**config.mk**
```make
export PLATFORM = sky130hd
export DESIGN_NAME = uart_rx
export DESIGN_NICKNAME = d
export VERILOG_FILES = /design/src/rtl/uart_rx_pkg.sv /design/src/rtl/uart_rx_sync.sv /design/src/rtl/uart_rx_framer.sv /design/src/rtl/uart_rx_fifo.sv /design/src/rtl/uart_rx.sv
export SDC_FILE = /design/constraint.sdc
export NUM_CORES = 1
export LEC_CHECK = 0
export ABC_AREA = 0
export BUFFER_PORTS_ARGS = -buffer_cell sky130_fd_sc_hd__buf_2
export CAP_MARGIN = 10
export CELL_PAD_IN_SITES_DETAIL_PLACEMENT = 0
export CELL_PAD_IN_SITES_GLOBAL_PLACEMENT = 2
export CORE_ASPECT_RATIO = 0.75
export CORE_UTILIZATION = 47
export DETAILED_ROUTE_END_ITERATION = 8
export HOLD_SLACK_MARGIN = 0.08
export PLACE_DENSITY = 0.77
export SYNTH_ARGS = -nofsm -noshare
export SYNTH_HDL_FRONTEND = slang
export SYNTH_SLANG_ARGS = --single-unit
```
**constraint.sdc**
```tcl
create_clock -name clk -period 3 [get_ports clk]
set_clock_uncertainty 0.1 [all_clocks]
set_input_delay 0.15 -clock clk [delete_from_list [all_inputs] [get_ports clk]]
set_output_delay 0.15 -clock clk [all_outputs]
set_load 0.005 [all_outputs]
```
**src/rtl/uart_rx_pkg.sv**
```systemverilog
package uart_rx_pkg;

    typedef struct packed {
        logic [7:0] data;
        logic       frame_err;
        logic       parity_err;
    } rx_char_t;

    typedef struct packed {
        logic eight_bits;
        logic parity_en;
        logic parity_odd;
        logic two_stop;
    } rx_cfg_t;

    typedef enum logic [2:0] {
        ST_IDLE,
        ST_START,
        ST_DATA,
        ST_PARITY,
        ST_STOP,
        ST_STOP2
    } rx_state_t;

    // Aligns a right-shifted sample register to the character width.
    function automatic logic [7:0] align_data(input logic [7:0] shreg, input logic eight);
        return eight ? shreg : {1'b0, shreg[7:1]};
    endfunction

    // 1 when the data, parity bit and mode disagree.
    function automatic logic parity_bad(input logic [7:0] data, input logic pbit, input logic odd);
        return (^data) ^ pbit ^ odd;
    endfunction

endpackage

```
**src/rtl/uart_rx_sync.sv**
```systemverilog
module uart_rx_sync #(
    parameter int STAGES = 2
) (
    input  logic clk,
    input  logic rst,
    input  logic din,
    output logic dout
);
    logic [STAGES-1:0] chain;

    generate
        for (genvar i = 0; i < STAGES; i++) begin : g_stage
            if (i == 0) begin : g_first
                always_ff @(posedge clk) chain[0] <= rst ? 1'b1 : din;
            end else begin : g_next
                always_ff @(posedge clk) chain[i] <= rst ? 1'b1 : chain[i-1];
            end
        end
    endgenerate

    assign dout = chain[STAGES-1];
endmodule

```
**src/rtl/uart_rx_framer.sv**
```systemverilog
module uart_rx_framer
    import uart_rx_pkg::*;
#(
    parameter int OVERSAMPLE = 16
) (
    input  logic     clk,
    input  logic     rst,
    input  logic     tick,
    input  logic     rx,
    input  rx_cfg_t  cfg,
    output logic     char_valid,
    output rx_char_t char_out,
    output logic     brk
);
    localparam int TW = $clog2(OVERSAMPLE);
    localparam logic [TW-1:0] MID_T  = TW'(OVERSAMPLE / 2 - 1);
    localparam logic [TW-1:0] LAST_T = TW'(OVERSAMPLE - 1);

    rx_state_t     st;
    logic [TW-1:0] tcnt;
    logic [2:0]    bit_idx;
    logic [7:0]    shreg;
    logic          pbit;
    logic [7:0]    data_w;
    logic          at_centre;

    assign data_w    = align_data(shreg, cfg.eight_bits);
    assign at_centre = tick && (tcnt == LAST_T);

    always_ff @(posedge clk) begin
        if (rst) begin
            st         <= ST_IDLE;
            tcnt       <= '0;
            bit_idx    <= '0;
            shreg      <= '0;
            pbit       <= 1'b0;
            char_valid <= 1'b0;
            char_out   <= '0;
            brk        <= 1'b0;
        end else begin
            char_valid <= 1'b0;
            brk        <= 1'b0;
            if (tick && st != ST_IDLE && !(st == ST_START && tcnt == MID_T))
                tcnt <= at_centre ? '0 : tcnt + 1'b1;
            case (st)
                ST_IDLE: begin
                    if (!rx) begin
                        st   <= ST_START;
                        tcnt <= '0;
                    end
                end
                ST_START: begin
                    if (tick && tcnt == MID_T) begin
                        tcnt    <= '0;
                        bit_idx <= '0;
                        st      <= rx ? ST_IDLE : ST_DATA;
                    end
                end
                ST_DATA: begin
                    if (at_centre) begin
                        shreg <= {rx, shreg[7:1]};
                        if (bit_idx == (cfg.eight_bits ? 3'd7 : 3'd6))
                            st <= cfg.parity_en ? ST_PARITY : ST_STOP;
                        else
                            bit_idx <= bit_idx + 1'b1;
                    end
                end
                ST_PARITY: begin
                    if (at_centre) begin
                        pbit <= rx;
                        st   <= ST_STOP;
                    end
                end
                ST_STOP: begin
                    if (at_centre) begin
                        char_valid          <= 1'b1;
                        char_out.data       <= data_w;
                        char_out.frame_err  <= !rx;
                        char_out.parity_err <= cfg.parity_en && parity_bad(data_w, pbit, cfg.parity_odd);
                        brk                 <= !rx && (data_w == 8'h00) && !(cfg.parity_en && pbit);
                        st                  <= cfg.two_stop ? ST_STOP2 : ST_IDLE;
                    end
                end
                ST_STOP2: begin
                    if (at_centre) st <= ST_IDLE;
                end
                default: st <= ST_IDLE;
            endcase
        end
    end
endmodule

```
**src/rtl/uart_rx_fifo.sv**
```systemverilog
module uart_rx_fifo
    import uart_rx_pkg::*;
#(
    parameter int DEPTH = 16
) (
    input  logic                       clk,
    input  logic                       rst,
    input  logic                       push,
    input  rx_char_t                   din,
    input  logic                       pop,
    output rx_char_t                   head,
    output logic [$clog2(DEPTH+1)-1:0] count,
    output logic                       ovr
);
    localparam int AW = $clog2(DEPTH);
    localparam int CW = $clog2(DEPTH + 1);
    localparam logic [CW-1:0] FULL_C = CW'(DEPTH);

    rx_char_t      mem [DEPTH];
    logic [AW-1:0] wr_ptr, rd_ptr;
    logic          do_push, do_pop;

    assign do_push = push && (count != FULL_C);
    assign do_pop  = pop && (count != '0);
    assign head    = mem[rd_ptr];

    always_ff @(posedge clk) begin
        if (do_push) mem[wr_ptr] <= din;
    end

    always_ff @(posedge clk) begin
        if (rst) begin
            wr_ptr <= '0;
            rd_ptr <= '0;
            count  <= '0;
            ovr    <= 1'b0;
        end else begin
            ovr <= push && (count == FULL_C);
            if (do_push) wr_ptr <= (wr_ptr == AW'(DEPTH - 1)) ? '0 : wr_ptr + 1'b1;
            if (do_pop)  rd_ptr <= (rd_ptr == AW'(DEPTH - 1)) ? '0 : rd_ptr + 1'b1;
            count <= count + CW'(do_push) - CW'(do_pop);
        end
    end
endmodule

```
**src/rtl/uart_rx.sv**
```systemverilog
module uart_rx
    import uart_rx_pkg::*;
#(
    parameter int DEPTH      = 16,
    parameter int RTS_LEVEL  = 14,
    parameter int OVERSAMPLE = 16,
    parameter int SYNC_STAGES = 2,
    localparam int CW = $clog2(DEPTH + 1)
) (
    input  logic          clk,
    input  logic          rst,
    input  logic          sample_tick,
    input  logic          rx_line,
    input  logic          cfg_eight_bits,
    input  logic          cfg_parity_en,
    input  logic          cfg_parity_odd,
    input  logic          cfg_two_stop,
    input  logic          pop,
    output logic [7:0]    head_data,
    output logic          head_frame_err,
    output logic          head_parity_err,
    output logic [CW-1:0] fill_count,
    output logic          data_ready,
    output logic          fifo_full,
    output logic          overrun_pulse,
    output logic          break_pulse,
    output logic          rts_n
);
    rx_cfg_t  cfg;
    rx_char_t new_char, head;
    logic     rx_s, char_valid;

    assign cfg = '{eight_bits: cfg_eight_bits, parity_en: cfg_parity_en,
                   parity_odd: cfg_parity_odd, two_stop: cfg_two_stop};

    uart_rx_sync #(.STAGES(SYNC_STAGES)) sync_i (
        .clk(clk), .rst(rst), .din(rx_line), .dout(rx_s)
    );

    uart_rx_framer #(.OVERSAMPLE(OVERSAMPLE)) framer_i (
        .clk(clk), .rst(rst), .tick(sample_tick), .rx(rx_s), .cfg(cfg),
        .char_valid(char_valid), .char_out(new_char), .brk(break_pulse)
    );

    uart_rx_fifo #(.DEPTH(DEPTH)) fifo_i (
        .clk(clk), .rst(rst), .push(char_valid), .din(new_char), .pop(pop),
        .head(head), .count(fill_count), .ovr(overrun_pulse)
    );

    assign head_data       = head.data;
    assign head_frame_err  = head.frame_err;
    assign head_parity_err = head.parity_err;
    assign data_ready      = (fill_count != '0);
    assign fifo_full       = (fill_count == CW'(DEPTH));
    assign rts_n           = (fill_count >= CW'(RTS_LEVEL));
endmodule

```
After elaboration in Yosys (flattened, before gate mapping)
Memories as Yosys holds them, arrays and structs flattened. A register that Yosys moved wholly into a read port is not among the register bits.
Index checks and enable logic that the tools add are counted.
{ "classes": {"n_addsub": 6, "magnitude_cmp": 1, "n_eq_ne": 20, "muxes": 29, "bitwise": 4, "reduce_logical": 28} }
{ "ops": {"columns": ["op", "n"], "rows": [
  ["two-way mux 3 bit", 12],
  ["two-way mux 4 bit", 8],
  ["one-hot mux 3 bit (6 select lines)", 1],
  ["adder 4 x 1 -> 4 bit (second input constant)", 3],
  ["== test 4 bit (second input constant)", 3],
  ["logical AND 1 bit", 12],
  ["!= test 2 x 1 -> 1 bit (second input constant)", 5],
  ["zero test 8 bit", 1],
  ["two-way mux 8 bit", 1],
  ["one-hot mux 4 bit (2 select lines)", 1],
  ["XOR reduction 8 bit", 1],
  ["AND reduction 7 bit", 1],
  ["== test 3 x 2 -> 1 bit (second input constant)", 2],
  ["== test 3 bit (second input constant)", 2],
  ["!= test 2 bit (second input constant)", 3],
  ["one-hot mux 3 bit (2 select lines)", 1],
  ["AND reduction 2 bit", 3],
  ["adder 5 x 1 -> 5 bit", 1],
  ["== test 5 bit (second input constant)", 1],
  [">= comparator 5 x 4 -> 1 bit (second input constant)", 1],
  ["!= test 5 bit (second input constant)", 1],
  ["nonzero test 5 bit", 1],
  ["subtractor 5 x 1 -> 5 bit", 1],
  ["== test 4 x 3 -> 1 bit (second input constant)", 1],
  ["other kinds (14)", 21]
]} }
{ "totals": {"reg_bits": 47, "ramBits": 160, "in_bits": 9, "output_inout_bits": 20, "word_cells": 105, "memories": 1} }
{ "mem_list": {"columns": ["memory", "depth", "width", "rd", "rd_clocked_by_memory_dff", "wr", "line", "text"], "rows": [
  ["fifo_i.mem", 16, 10, 1, 1, 1, "uart_rx_fifo.sv:19", "rx_char_t mem [DEPTH];"]
]} }

Depth between registers and ports, before layout
{ "logic_depth": {"depth_word": 7, "mapped_depth": 13, "ltp_nobuf": 12} }

Hierarchy
A second synthesis with hierarchy kept.
{ "hier_totals": {"cells_unflattened": 545, "area_unflattened_um2": 8682.1} }
{ "by_module_without_submodules": {"columns": ["mod", "instances", "cells_per_inst", "area_each_um2", "seq_area_each_um2"], "rows": [
  ["uart_rx_fifo", 1, 351, 7000.5, 5165.0],
  ["uart_rx_framer", 1, 186, 1595.3, 620.6],
  ["uart_rx_sync", 1, 4, 52.6, 40.0],
  ["uart_rx", 1, 4, 33.8, 0.0]
]} }

Least setup slack after synthesis
OpenSTA, ideal clock, no wires.
{ "synth_timing": {"kind": "flip-flop to flip-flop", "from": "register fifo_i.count[2]", "to": "register fifo_i.count[4]", "setup_ns": 0.128, "arrival_ns": 2.633, "t_required_ns": 2.772, "path_slack_ns": 0.139, "stages_incl_launch_ff": 14, "path_buffers": 1, "period_less_slack_ns": 2.861, "path_cell_list": "dfxtp_1 > inv_1 > ha_1 > or4b_1 > and2_1 > buf_2 > ha_1 > inv_1 > ha_1 > fa_1 > a21oi_1 > o21bai_1 > xnor2_1 > nor2_1"} }
{ "synth_between": {"elab_cells_between_ends": 6, "cone_classes": "add/sub (2); eq/ne (1); reduce/logical (3)"} }
{ "synth_lines": {"columns": ["item", "line", "text"], "rows": [
  ["start: declaration", "uart_rx_fifo.sv:12", "output logic [$clog2(DEPTH+1)-1:0] count,"],
  ["start signal: assignment", "uart_rx_fifo.sv:41", "count <= count + CW'(do_push) - CW'(do_pop);"],
  ["nonzero test 5 bit", null, null],
  ["named net data_ready", "uart_rx.sv:23", "output logic data_ready,"],
  ["logical AND 1 bit", "uart_rx_fifo.sv:24", "assign do_pop = pop && (count != '0);"],
  ["subtractor 5 x 1 -> 5 bit", "uart_rx_fifo.sv:41", null]
]} }
The timed path passes the listed nets, and every way through them passes these cells.
A chain may end at the register's enable or synchronous reset.

Worst setup path in the final report
{ "layout_timing": {"from": "register fifo_i.count[2]", "to": "register fifo_i.count[4]"} }
{ "layout_between": {"elab_chain_len": 4, "elab_cells_between_ends": 6, "cone_classes": "add/sub (2); eq/ne (1); reduce/logical (3)"} }
{ "layout_lines": {"columns": ["item", "line", "text"], "rows": [
  ["!= test 5 bit", "uart_rx_fifo.sv:23", "assign do_push = push && (count != FULL_C);"],
  ["logical AND 1 bit", "uart_rx_fifo.sv:23", null],
  ["adder 5 x 1 -> 5 bit", "uart_rx_fifo.sv:41", null],
  ["subtractor 5 x 1 -> 5 bit (*)", "uart_rx_fifo.sv:41", null]
]} }
Every way passes the cells marked *; elsewhere a longest branch is shown, timed or not.

==> results.md <==
* TritonCTS clock tree: built
* Placed Area at 9290 um2
* Syn. warnings at 0
* CTS Buf Count at 22
* R2r worst-path depth at 12
* Reg2reg end: fifo_i.count[4]$_SDFF_PP0_
* Detailed Routing Iterations Pass 1 at 5
* Global-route wire length before repair at 25600 um
* Slew headroom at 41.2%
* Global-route usage over all layers at 17.5%
* Register bit total from synthesis at 211
* Static leakage at 3.44 nW
* Synth Area in Compound Gates at 3.88%
* Post-synth EDFFs at 160
* Synth Net Count at 553
* Post-synthesis mux area share at 16.6%
* Final period utilization at 93.2%
* Largest family of logic cells by synthesized area: multiplexers
* Nets at 606
* Gate Count Post-Synth at 523
* DRC Markers at 0
* Final hold vios at 0
* Xor/xnor share of the synthesized area at 1.09%
* Top FF cell, synth: edfxtp_1
* Placed cell count at 792
* CORE AREA at 18500 um2
* Final setup violation count at 0
* Area taken by multi-input logic gates at 2800 um2
* Die X at 160 um
* N_diodes at 0
* Most frequent cells in the layout: edfxtp_1, dfxtp_1, nor2_1
* DR WL/cell at 19.3 um
* Share of layout cells above drive strength 1 at 18.2%
* Root Driver: clkbuf_16
* Initial Util at 47.9%
* Max clock buf depth at 3
* RePlAce Congestion at 0.775
* Drt first-iter violations at 363
* Hold Crit Class: in2reg
* Fmax at 357 MHz
* HP Start: rst
* Tmin final at 2.80 ns
* CP max FO at 5
* Commonest non-fill, non-tap cell in the layout: edfxtp_1
* Worst hold margin at 0.159 ns
* Initial antenna violation count at 0
* Setup TNS at 0 ns
* Area added between synthesis and finish at 13.6%
* FF-to-FF Start: fifo_i.count[2]$_SDFF_PP0_
* Final Cell Area at 10000 um2
* Die Y at 121 um
* I/O pins at 29
* Routed vias/inst at 5.37
* Adder-Cell Fraction of Synth Area at 3.06%
* Number of buffers added on ports at 28
* WL final at 16200 um
* Synth Area in Simple Gates at 6.98%
* P per Cell Area at 685 nW/um2
* Clk sink count at 211
* Non-Filler Instances at 839
* Mapped cell area at 8830 um2
* Sequential cell area at 5830 um2
* Setup slack, reg-to-reg at 0.20 ns
* Hold Path Cell Cnt at 2
* Worst setup margin at 0.203 ns
* Cell row count at 43
* Crit path required time at 3.25 ns
* WS Path Type: reg2reg
* Tightest Pin Transition at 0.881 ns
* Sequential-to-total area share from yosys stat at 66.0%
* Antenna viol nets, final at 0
* Fill cells at 1438
* Avg Synthesized Cell Area at 16.9 um2
* RSZ-0062 raised after global routing: no
* Slew Viols, Final at 0
* Worst slack, placed at 0.0875 ns
* Outcome: complete, no violations
* Total die area at 19400 um2
* Peak supply drop at 0.000414 V
* Vias in the first global route at 4502
* DR vias at 4502
* H-tree depth at 1
* Setup crit end kind: register
* CP startpoint kind: register
* Clk slew on worst S/H paths at 0.06 ns
* Asr flop ratio synth at 0%
* Netlist cell types at 56
* Max-Cap Viols at 0
* Clock Latency Late Sink at 0.50 ns
* Remaining Overflow, GRT at 0
* Worst Path Arrival at 3.05 ns
* Hold Crit Endpoint: fifo_i.wr_ptr[0]$_SDFFE_PP0N_
* Dpl hpwl at 10300 um
* Largest net degree at the start of global routing at 50
[worst max path at each step]
stage | endpoint | slack (ns) | start
CTS | fifo_i.count[4]$_SDFF_PP0_ | 0.09 | fifo_i.count[2]$_SDFF_PP0_
global placement | fifo_i.count[4]$_SDFF_PP0_ | 0.17 | fifo_i.count[2]$_SDFF_PP0_
finish | fifo_i.count[4]$_SDFF_PP0_ | 0.20 | fifo_i.count[2]$_SDFF_PP0_
detailed placement | fifo_i.count[4]$_SDFF_PP0_ | 0.09 | fifo_i.count[2]$_SDFF_PP0_
floorplan | fifo_i.count[4]$_SDFF_PP0_ | 0.14 | fifo_i.count[2]$_SDFF_PP0_
global route | fifo_i.count[4]$_SDFF_PP0_ | 0.01 | fifo_i.count[2]$_SDFF_PP0_
[repair_timing]
action	in CTS	in global routing
hold buffers	7	0
setup buffers	0	0
setup endpoints to repair	0	1
hold endpoints to repair	13	0
resized for setup	0	3
[critical path: stages, from the launching register on]
cell,delay (ns)
dfxtp_1,0.35
inv_1,0.09
ha_1,0.16
or4b_4,0.47
and2_1,0.20
ha_1,0.27
inv_1,0.04
ha_1,0.22
fa_2,0.37
a21oi_2,0.13
o21bai_1,0.08
xnor2_1,0.14
nor2_1,0.05
[cell families after synthesis]
kind of cell	count (synthesis)
AOI/OAI and AO/OA	50
adders and majority gates	21
buffers and inverters	42
and+or+nand+nor	116
muxes	72
DFF	211
xor gates and xnor gates	11
[layer usage]
layer / routed length (um) / GRT usage [%] / part of all wire (%) / up-vias
li1: - / - / - / 2190
met1: 7620 / 25.2 / 47 / 2193
met2: 7330 / 27.6 / 45 / 99
met3: 920 / 3.05 / 5.7 / 20
met4: 280 / 4.82 / 1.7 / 0
met5: 0 / 0 / 0 / -
[synth_stat cells (all sizes together) (4+ instances only)]
cell | n | share of area (%)
nor2 | 42 | 1.8
nand3 | 10 | 0.57
nand2 | 21 | 0.89
mux2i | 22 | 2.5
nor3 | 6 | 0.59
nand2b | 8 | 0.57
edfxtp | 160 | 54
buf | 14 | 1.3
o21ai | 4 | 0.23
or2 | 4 | 0.28
ha | 20 | 2.8
dfxtp | 51 | 12
a21oi | 12 | 0.68
mux4 | 50 | 14
inv | 16 | 0.68
a211oi | 8 | 0.68
xnor2 | 8 | 0.79
a31oi | 6 | 0.43
clkbuf | 12 | 0.51
[power breakdown]
group          total [mW]  switching, mW  internal [mW]
Sequential           3.24         0.0774           3.16
Clock                2.48           1.05           1.43
Combinational        1.15          0.559          0.591
Total                6.87           1.68           5.19
[area by class of cell]
cell class | instances | share of cell area [%]
clock buffer | 31 | 6.14
timing repair buffer | 55 | 3.72
tap | 247 | 3.08
multi-input combinational | 270 | 27.9
inverter | 16 | 0.599
clock inverter | 9 | 0.499
sequential | 211 | 58.1
[per-stage QoR]
stage	power, mW	utilization, %
2_1_floorplan	4.17	-
3_3_place_gp	4.43	50.3
3_5_place_dp	4.43	50.3
4_1_cts	6.93	54.3
5_1_grt	7.20	54.4
6_report	6.87	54.4
[sequential cells by signal, summed over array words and instances, names as in the netlist, named ones only]
name,flops
framer_i.bit_idx,3
fifo_i.mem,160
framer_i.pbit,1
sync_i.dout,1
framer_i.brk,1
framer_i.shreg,8
fifo_i.rd_ptr,4
fifo_i.ovr,1
framer_i.tcnt,4
sync_i.chain,1
fifo_i.wr_ptr,4
framer_i.st,3
framer_i.char_valid,1
framer_i.char_out,10
fifo_i.count,5
(Power assumes the default switching activity.)
